==> config.mk <==
export PLATFORM = sky130hd
export DESIGN_NAME = ipt_lookup
export DESIGN_NICKNAME = d
export VERILOG_FILES = /design/src/rtl/ipt_pkg.sv /design/src/rtl/ipt_table.sv /design/src/rtl/ipt_match.sv /design/src/rtl/ipt_walker.sv /design/src/rtl/ipt_lookup.sv
export SDC_FILE = /design/constraint.sdc
export NUM_CORES = 1
export LEC_CHECK = 0
export BUFFER_PORTS_ARGS = -buffer_cell sky130_fd_sc_hd__buf_2
export CORE_ASPECT_RATIO = 0.75
export CORE_UTILIZATION = 45
export DETAILED_ROUTE_END_ITERATION = 12
export PLACE_DENSITY = 0.58
export SYNTH_ARGS = -nofsm -noshare
export SYNTH_HDL_FRONTEND = slang
export SYNTH_SLANG_ARGS = --single-unit
==> constraint.sdc <==
create_clock -name clk -period 3.6 [get_ports clk]
set_input_delay 0 -clock clk [delete_from_list [all_inputs] [get_ports clk]]
set_output_delay 0 -clock clk [all_outputs]
set_load 0.03 [all_outputs]
==> src/rtl/ipt_pkg.sv <==
package ipt_pkg;
  // Walk controller states
  typedef enum logic {
    ST_IDLE = 1'b0,
    ST_WALK = 1'b1
  } walk_st_e;
endpackage

==> src/rtl/ipt_table.sv <==
// Frame-indexed translation storage: one entry per physical frame.
module ipt_table #(
  parameter int FRAMES = 16,
  parameter int VPN_W  = 20,
  parameter int PID_W  = 4,
  localparam int IDX_W = $clog2(FRAMES)
) (
  input  logic             clk,
  input  logic             rst_n,
  input  logic             wr_en,
  input  logic [IDX_W-1:0] wr_idx,
  input  logic [VPN_W-1:0] wr_vpn,
  input  logic [PID_W-1:0] wr_pid,
  input  logic             wr_vld,
  input  logic [IDX_W-1:0] wr_link,
  input  logic [IDX_W-1:0] rd_idx,
  output logic [VPN_W-1:0] rd_vpn,
  output logic [PID_W-1:0] rd_pid,
  output logic             rd_vld,
  output logic [IDX_W-1:0] rd_link
);
  logic [VPN_W-1:0] vpn_q  [FRAMES];
  logic [PID_W-1:0] pid_q  [FRAMES];
  logic             vld_q  [FRAMES];
  logic [IDX_W-1:0] link_q [FRAMES];

  for (genvar e = 0; e < FRAMES; e++) begin : g_entry
    logic sel;
    assign sel = wr_en && (wr_idx == IDX_W'(e));
    always_ff @(posedge clk or negedge rst_n) begin
      if (!rst_n) begin
        vpn_q[e]  <= '0;
        pid_q[e]  <= '0;
        vld_q[e]  <= 1'b0;
        link_q[e] <= '1;
      end else if (sel) begin
        vpn_q[e]  <= wr_vpn;
        pid_q[e]  <= wr_pid;
        vld_q[e]  <= wr_vld;
        link_q[e] <= wr_link;
      end
    end
  end

  assign rd_vpn  = vpn_q[rd_idx];
  assign rd_pid  = pid_q[rd_idx];
  assign rd_vld  = vld_q[rd_idx];
  assign rd_link = link_q[rd_idx];
endmodule

==> src/rtl/ipt_match.sv <==
// Tag compare for the entry under examination.
module ipt_match #(
  parameter int VPN_W = 20,
  parameter int PID_W = 4
) (
  input  logic [VPN_W-1:0] ent_vpn,
  input  logic [PID_W-1:0] ent_pid,
  input  logic             ent_vld,
  input  logic [VPN_W-1:0] key_vpn,
  input  logic [PID_W-1:0] key_pid,
  output logic             hit
);
  assign hit = ent_vld && (ent_vpn == key_vpn) && (ent_pid == key_pid);
endmodule

==> src/rtl/ipt_walker.sv <==
// Hash, chain-follow and step-limit control; registers the response.
module ipt_walker
  import ipt_pkg::*;
#(
  parameter int FRAMES = 16,
  parameter int VPN_W  = 20,
  parameter int PID_W  = 4,
  parameter int OFF_W  = 12,
  localparam int IDX_W = $clog2(FRAMES),
  localparam int PA_W  = IDX_W + OFF_W
) (
  input  logic             clk,
  input  logic             rst_n,
  input  logic             req_valid,
  output logic             req_ready,
  input  logic [VPN_W-1:0] req_vpn,
  input  logic [PID_W-1:0] req_pid,
  input  logic [OFF_W-1:0] req_off,
  output logic [VPN_W-1:0] key_vpn,
  output logic [PID_W-1:0] key_pid,
  output logic [IDX_W-1:0] rd_idx,
  input  logic [IDX_W-1:0] rd_link,
  input  logic             ent_match,
  output logic             walking,
  output logic [IDX_W-1:0] step_cnt,
  output logic             chain_end,
  output logic             cap_hit,
  output logic             rsp_valid,
  output logic             rsp_hit,
  output logic             rsp_fault,
  output logic [PA_W-1:0]  rsp_paddr
);
  localparam int NGRP = (VPN_W + IDX_W - 1) / IDX_W;
  localparam logic [IDX_W-1:0] NULL_IDX = '1;
  localparam logic [IDX_W-1:0] LAST_STEP = IDX_W'(FRAMES - 1);

  // XOR-fold of the page number into an entry index
  function automatic logic [IDX_W-1:0] fold_vpn(input logic [VPN_W-1:0] v);
    logic [NGRP*IDX_W-1:0] padded;
    logic [IDX_W-1:0]      acc;
    padded = '0;
    padded[VPN_W-1:0] = v;
    acc = '0;
    for (int g = 0; g < NGRP; g++) acc ^= padded[g*IDX_W +: IDX_W];
    return acc;
  endfunction

  walk_st_e         state_q;
  logic [IDX_W-1:0] cur_q;
  logic [IDX_W-1:0] step_q;
  logic [OFF_W-1:0] off_q;
  logic [VPN_W-1:0] vpn_q;
  logic [PID_W-1:0] pid_q;

  assign walking   = (state_q == ST_WALK);
  assign req_ready = !walking;
  assign rd_idx    = cur_q;
  assign key_vpn   = vpn_q;
  assign key_pid   = pid_q;
  assign step_cnt  = step_q;
  assign chain_end = (rd_link == NULL_IDX);
  assign cap_hit   = (step_q == LAST_STEP);

  always_ff @(posedge clk or negedge rst_n) begin
    if (!rst_n) begin
      state_q   <= ST_IDLE;
      cur_q     <= '0;
      step_q    <= '0;
      off_q     <= '0;
      vpn_q     <= '0;
      pid_q     <= '0;
      rsp_valid <= 1'b0;
      rsp_hit   <= 1'b0;
      rsp_fault <= 1'b0;
      rsp_paddr <= '0;
    end else begin
      rsp_valid <= 1'b0;
      case (state_q)
        ST_IDLE: begin
          if (req_valid) begin
            vpn_q   <= req_vpn;
            pid_q   <= req_pid;
            off_q   <= req_off;
            cur_q   <= fold_vpn(req_vpn);
            step_q  <= '0;
            state_q <= ST_WALK;
          end
        end
        ST_WALK: begin
          if (ent_match) begin
            rsp_valid <= 1'b1;
            rsp_hit   <= 1'b1;
            rsp_fault <= 1'b0;
            rsp_paddr <= {cur_q, off_q};
            state_q   <= ST_IDLE;
          end else if (chain_end || cap_hit) begin
            rsp_valid <= 1'b1;
            rsp_hit   <= 1'b0;
            rsp_fault <= 1'b1;
            rsp_paddr <= {{IDX_W{1'b0}}, off_q};
            state_q   <= ST_IDLE;
          end else begin
            cur_q  <= rd_link;
            step_q <= step_q + 1'b1;
          end
        end
        default: state_q <= ST_IDLE;
      endcase
    end
  end
endmodule

==> src/rtl/ipt_lookup.sv <==
// Top: hashed, frame-indexed translation lookup engine.
module ipt_lookup #(
  parameter int FRAMES = 16,
  parameter int VPN_W  = 20,
  parameter int PID_W  = 4,
  parameter int OFF_W  = 12,
  localparam int IDX_W = $clog2(FRAMES),
  localparam int PA_W  = IDX_W + OFF_W
) (
  input  logic             clk,
  input  logic             rst_n,
  input  logic             req_valid,
  output logic             req_ready,
  input  logic [VPN_W-1:0] req_vpn,
  input  logic [PID_W-1:0] req_pid,
  input  logic [OFF_W-1:0] req_off,
  output logic             rsp_valid,
  output logic             rsp_hit,
  output logic             rsp_fault,
  output logic [PA_W-1:0]  rsp_paddr,
  input  logic             wr_en,
  input  logic [IDX_W-1:0] wr_idx,
  input  logic [VPN_W-1:0] wr_vpn,
  input  logic [PID_W-1:0] wr_pid,
  input  logic             wr_vld,
  input  logic [IDX_W-1:0] wr_link
);
  logic [IDX_W-1:0] rd_idx;
  logic [VPN_W-1:0] rd_vpn;
  logic [PID_W-1:0] rd_pid;
  logic             rd_vld;
  logic [IDX_W-1:0] rd_link;
  logic [VPN_W-1:0] key_vpn;
  logic [PID_W-1:0] key_pid;
  logic             ent_match;
  logic             walking;
  logic [IDX_W-1:0] step_cnt;
  logic             chain_end;
  logic             cap_hit;

  ipt_table #(.FRAMES(FRAMES), .VPN_W(VPN_W), .PID_W(PID_W)) u_table (
    .clk(clk), .rst_n(rst_n),
    .wr_en(wr_en), .wr_idx(wr_idx), .wr_vpn(wr_vpn), .wr_pid(wr_pid),
    .wr_vld(wr_vld), .wr_link(wr_link),
    .rd_idx(rd_idx), .rd_vpn(rd_vpn), .rd_pid(rd_pid), .rd_vld(rd_vld),
    .rd_link(rd_link)
  );

  ipt_match #(.VPN_W(VPN_W), .PID_W(PID_W)) u_match (
    .ent_vpn(rd_vpn), .ent_pid(rd_pid), .ent_vld(rd_vld),
    .key_vpn(key_vpn), .key_pid(key_pid), .hit(ent_match)
  );

  ipt_walker #(.FRAMES(FRAMES), .VPN_W(VPN_W), .PID_W(PID_W), .OFF_W(OFF_W)) u_walker (
    .clk(clk), .rst_n(rst_n),
    .req_valid(req_valid), .req_ready(req_ready),
    .req_vpn(req_vpn), .req_pid(req_pid), .req_off(req_off),
    .key_vpn(key_vpn), .key_pid(key_pid),
    .rd_idx(rd_idx), .rd_link(rd_link), .ent_match(ent_match),
    .walking(walking), .step_cnt(step_cnt),
    .chain_end(chain_end), .cap_hit(cap_hit),
    .rsp_valid(rsp_valid), .rsp_hit(rsp_hit), .rsp_fault(rsp_fault),
    .rsp_paddr(rsp_paddr)
  );
endmodule

-- After elaboration in Yosys (flattened, before gate mapping)
Index checks and enable logic that the tools add are counted.
Widths: inputs -> output; s select.
- register bits: 528
- bits of input ports: 73
- add/sub/neg operators: 1
- magnitude comparators: 1
- equal/unequal tests: 22
- mux-type cells: 33
- bitwise logic cells: 6
- reductions and logical operators: 25
- operators by type and width (operator ; count):
    $bmux 20 s4 ; 1
    $eq 4x4->1 const B ; 10
    $mux 20 ; 2
    $mux 4 ; 10
    $bmux 4 s4 ; 2
    $mux 16 ; 2
    $eq 20x20->1 ; 1
    $logic_and 1x1->1 ; 18
    $eq 4x3->1 const B ; 4
    $pmux 4 s2 ; 2
    $xor 4x4->4 ; 4
    $mux 1 ; 12
    $eq 4x2->1 const B ; 2
    $ne 2x2->1 const B ; 3
    $ge 5x5->1 const B ; 1
    $not 4->5 ; 1
    $add 4x1->4 const B ; 1
    $bmux 1 s4 ; 1
    $eq 4x1->1 const B ; 1
    $eq 4x4->1 ; 1
    $logic_not 4->1 ; 1
    $reduce_and 2->1 ; 2
    $reduce_and 3->1 ; 1
    $pmux 1 s2 ; 1
    4 further kinds ; 4

-- Logic depth before layout (Yosys ltp)
- word-level depth: 9
- mapped depth: 15
- depth with buffers taken out: 9

-- Hierarchy
A second synthesis with hierarchy kept.
- cells, all modules: 1483
- area, all modules: 23892.9 um^2
- by module, submodules not included (module ; times used ; cells each ; area an instance (um^2) ; seq. area each (um^2)):
    ipt_table ; 1 ; 1274 ; 20926.3 ; 11691.2
    ipt_walker ; 1 ; 176 ; 2697.6 ; 1601.5
    ipt_match ; 1 ; 33 ; 269.0 ; 0.0

-- Worst setup path after synthesis
Ideal clock, no wire load.
- path type: register -> register
- from: register u_walker.cur_q[0] (netlist: u_walker.rd_idx[0])
- to: register u_walker.rsp_paddr[11]
- setup time: 0.128 ns
- arrival: 2.991 ns
- data required time: 3.472 ns
- setup slack: 0.481 ns
- cell stages (with the launch flop): 12
- period minus slack after synthesis: 3.119 ns
- cell sequence: dfrtp_1 buf_6 buf_4 buf_6 buf_6 mux4_2 mux4_2 nand4_1 nand2_1 o21ai_4 buf_6 mux2_1
- cells in the longest elaborated chain, start to end: 9
- ends and longest elaborated chain (what ; line ; source):
    start, declared ; ipt_walker.sv:49 ; logic [IDX_W-1:0] cur_q;
    start signal, assigned ; ipt_walker.sv:84 ; cur_q <= fold_vpn(req_vpn);
    start signal, assigned ; ipt_walker.sv:103 ; cur_q <= rd_link;
    $not 4->5 (implied by the code) * ; n/a ;
    $bmux 20 s4 ; ipt_table.sv:45 ; assign rd_vpn = vpn_q[rd_idx];
    $mux 20 (implied by the code) (2 in a row) ; ipt_table.sv:45 ;
    $eq 20x20->1 ; ipt_match.sv:13 ; assign hit = ent_vld && (ent_vpn == key_vpn) && (ent_pid == key_pid);
    $logic_and 1x1->1 (2 in a row) ; ipt_match.sv:13 ;
    $reduce_bool 2->1 (no line) ; n/a ;
    $reduce_and 2->1 (no line) ; n/a ;
    end signal, assigned ; ipt_walker.sv:94 ; rsp_paddr <= {cur_q, off_q};
    end signal, assigned ; ipt_walker.sv:100 ; rsp_paddr <= {{IDX_W{1'b0}}, off_q};
    end, declared ; ipt_walker.sv:31 ; output logic [PA_W-1:0] rsp_paddr
Every way passes the cells marked *; elsewhere a longest branch is shown, timed or not. The select of a mux whose other input is x is not followed.
A chain may end at the register's enable or synchronous reset.

-- Worst setup path after layout
- from: register u_walker.cur_q[1] (netlist: u_walker.rd_idx[1])
- to: register u_walker.rsp_paddr[9]
Same word-level chain as after synthesis.

==> run metrics <==
outcome=complete, no violations; Setup crit end kind=flop; vias in the first global route=roughly 15000; Rows=73; Root Driver=clkbuf_16; dominant synthesized flop cell=dfrtp_1; syn nets=~1700; wire per inst=~24 um; Clock Skew=approximately 19 ps; die area=0.05454 mm^2; Gate Count Post-Synth=1614; max_cap viols=0; setup TNS=0 ps; chip height=202.5 um; synth unique cells=between 40 and 50; most used cell, CP=buf_4; Synth async-reset ratio=1.000; Cells after DPL=between 2000 and 2500; routability-driven placement congestion ratio=0.8277; P_leak=0.01221 uW; Hold Fails Final Rpt=0; Yosys reg bits=528; critical path required time=just over 4000 ps; ANT nets after route=0; slowest library cell on the worst path=mux4_2; total wire length=between 60000 and 70000 um; Clock Pin Slew Worst Setup and Hold Paths=about 60 ps; CP bufs+invs=4; total number of vias=between 10000 and 15000; htree depth=2; Setup crit start kind=flop; DRT iter0 DRCs=between 800 and 900; post-synthesis sequential area ratio=0.5511; f_max=0.2912 GHz; CTS tree=yes; minimum clock period=approximately 3400 ps; max_slew headroom=0.3802; clk sink count=approximately 530; final cell count without fillers=2551; DRC=0; nets@finish=about 1900; Final HPWL DP=36890 um; Vias/cell=5.593; initial antenna violation count=0; Critical Path Fanout Max=16; final hold slack=a little under 70 ps; final setup vio count=0; Slew Limit Fails=0; Overflow after GRT=0; most frequent cells in the layout=mux2_2, dfrtp_1, nand2_1; Post-synth EDFFs=0; port buffer count=between 90 and 100; Initial Util=0.4553; syn_area_per_cell=around 15 um^2; first-pass GRT wire length=96020 um; Arr. time, crit path=3920 ps; delay-heaviest family, CP=multiplexers; worst-margin pin slew=just over 900 ps; Die X=about 270 um; Synth Warn #=0; Final Cycle Share=0.9539; Clock Path Buffers=3; CP Cell Sequence=buf_12 > buf_4 > buf_4 > mux4_2 > mux2_2 > a21oi_1 > buf_4 > xnor2_1 > nor2_1 > and4_4 > o21ai_2 > mux2_4; Util after Layout=0.5387; largest net degree at the start of global routing=97; Worst Hold Class=in -> async; IO Count=93; drt pass-1 iters=5; TritonCTS Buffers=between 50 and 60; critical path type=reg -> reg; area added between synthesis and finish=18.32%; commonest non-fill, non-tap cell in the layout=mux2_2; RSZ-0062 raised after global routing=no; crit-path max cell delay=500 ps; layout cells sized above 1=0.5231; core region area=~0.053 mm^2; n_diodes=0; Max IR drop VDD=about 0.40 mV; post-synth design cell area=around 0.024 mm^2; Cell Pwr Density=between 700 and 800 mW/mm^2; All-Layer GR Usage=0.2331; Clk Latency, worst-skew pair=610 ps
## registers in the layout, indices dropped and copies added, names as in the netlist
register / count
u_table.link_q: 64
u_table.pid_q: 64
u_table.vld_q: 16
u_table.vpn_q: 320
u_walker.key_pid: 4
u_walker.key_vpn: 20
u_walker.off_q: 12
u_walker.rd_idx: 4
u_walker.rsp_fault: 1
u_walker.rsp_hit: 1
u_walker.rsp_paddr: 16
u_walker.rsp_valid: 1
u_walker.step_cnt: 4
u_walker.walking: 1
## through the flow
stage / power [uW] / setup WS [ps] / cell area, um^2
2_1_floorplan: 13140 / 481.0 / 24120
3_3_place_gp: 15240 / -286.8 / 25820
3_5_place_dp: 15390 / -280.5 / 25820
4_1_cts: 21440 / -2.852 / 28480
5_1_grt: 22440 / 2.101 / 28540
6_report: 21300 / 165.9 / 28540
## where the power goes
part	internal [uW]	leakage (uW)	total (uW)	switching, uW
Sequential	7590	0.00638	8490	891
Combinational	3850	0.00492	7060	3210
Clock	3380	0.000906	5760	2380
## final cells by class
cell class / instances / area, um^2
clock buffers: 79 / 1608
clock inverters: 21 / 217.7
fillers: 4374 / 24440
inverters: 5 / 18.77
multi-input cells: 950 / 10340
flip-flops and latches: 528 / 13310
well taps: 712 / 890.9
repair buffers: 256 / 2153
## worst reg2reg max path: stages (launching register included)
cell     delay [ps]
dfrtp_4         440
buf_12          180
buf_4           170
buf_4           160
mux4_2          500
mux2_2          270
a21oi_1         200
buf_4           190
xnor2_1         120
nor2_1           60
and4_4          190
o21ai_2         480
mux2_4          350
## synthesized netlist by cell type, types with 5 or more instances
master,number,share of area
dfrtp_1,464,0.48
mux2_2,480,0.22
inv_1,5,0.00078
a21oi_1,16,0.0033
buf_1,29,0.0045
mux4_2,117,0.11
o21ai_0,8,0.0017
nor2b_1,8,0.0021
dfstp_2,64,0.070
nor3_1,7,0.0015
nor2_1,25,0.0039
buf_2,21,0.0044
buf_6,5,0.0023
buf_4,11,0.0034
nand2b_1,6,0.0016
o311ai_0,5,0.0018
nand3_1,17,0.0035
nand2_1,121,0.019
mux2i_1,41,0.017
xnor2_1,32,0.012
a22o_1,5,0.0018
clkbuf_1,66,0.010
xor2_1,14,0.0051
## layer usage
| layer | GRT usage | wire, um |
|---|---|---|
| met1 | 0.3312 | 28380 |
| met2 | 0.3785 | 30170 |
| met3 | 0.03513 | 2383 |
| met4 | 0.05641 | 1181 |
| met5 | 0 | 0 |
## cell families after synthesis
logic type      count (synthesis)  synth area share
xor+xnor                       46           0.01670
flops                         528            0.5511
mux                           643            0.3533
buf+inv                       137           0.02568
compound gates                 53           0.01504
fa+ha+maj                       1         0.0005186
simple gates                  206           0.03766
## worst paths after layout
path | from | endpoint | slack [ps] | cells after the start
setup / recovery | u_walker.rd_idx[1]$_DFFE_PN0P_ | u_walker.rsp_paddr[9]$_DFFE_PN0P_ | 170 | 12
hold / removal | rst_n | u_table.vpn_q[277]$_DFFE_PN0P_ | 70 | 2
setup reg to reg | u_walker.rd_idx[1]$_DFFE_PN0P_ | u_walker.rsp_paddr[9]$_DFFE_PN0P_ | 170 | 12
hold reg to reg | u_walker.rsp_hit$_DFFE_PN0P_ | u_walker.rsp_hit$_DFFE_PN0P_ | 470 | 1
max in group asynchronous | rst_n | u_table.vpn_q[62]$_DFFE_PN0P_ | 2590 | 3
min in group clk | wr_idx[2] | u_table.vpn_q[245]$_DFFE_PN0P_ | 90 | 4
## what timing repair did
action / 4_1_cts / 5_1_grt
gates cloned: 0 / 1
pin swaps: 0 / 2
resized for setup: 8 / 4
hold buffers: 79 / 0
buffers inserted: 2 / 3
endpoints found under the setup margin: 24 / 27
hold endpoints to repair: 594 / 0
Power figures use the tool's default switching activity.
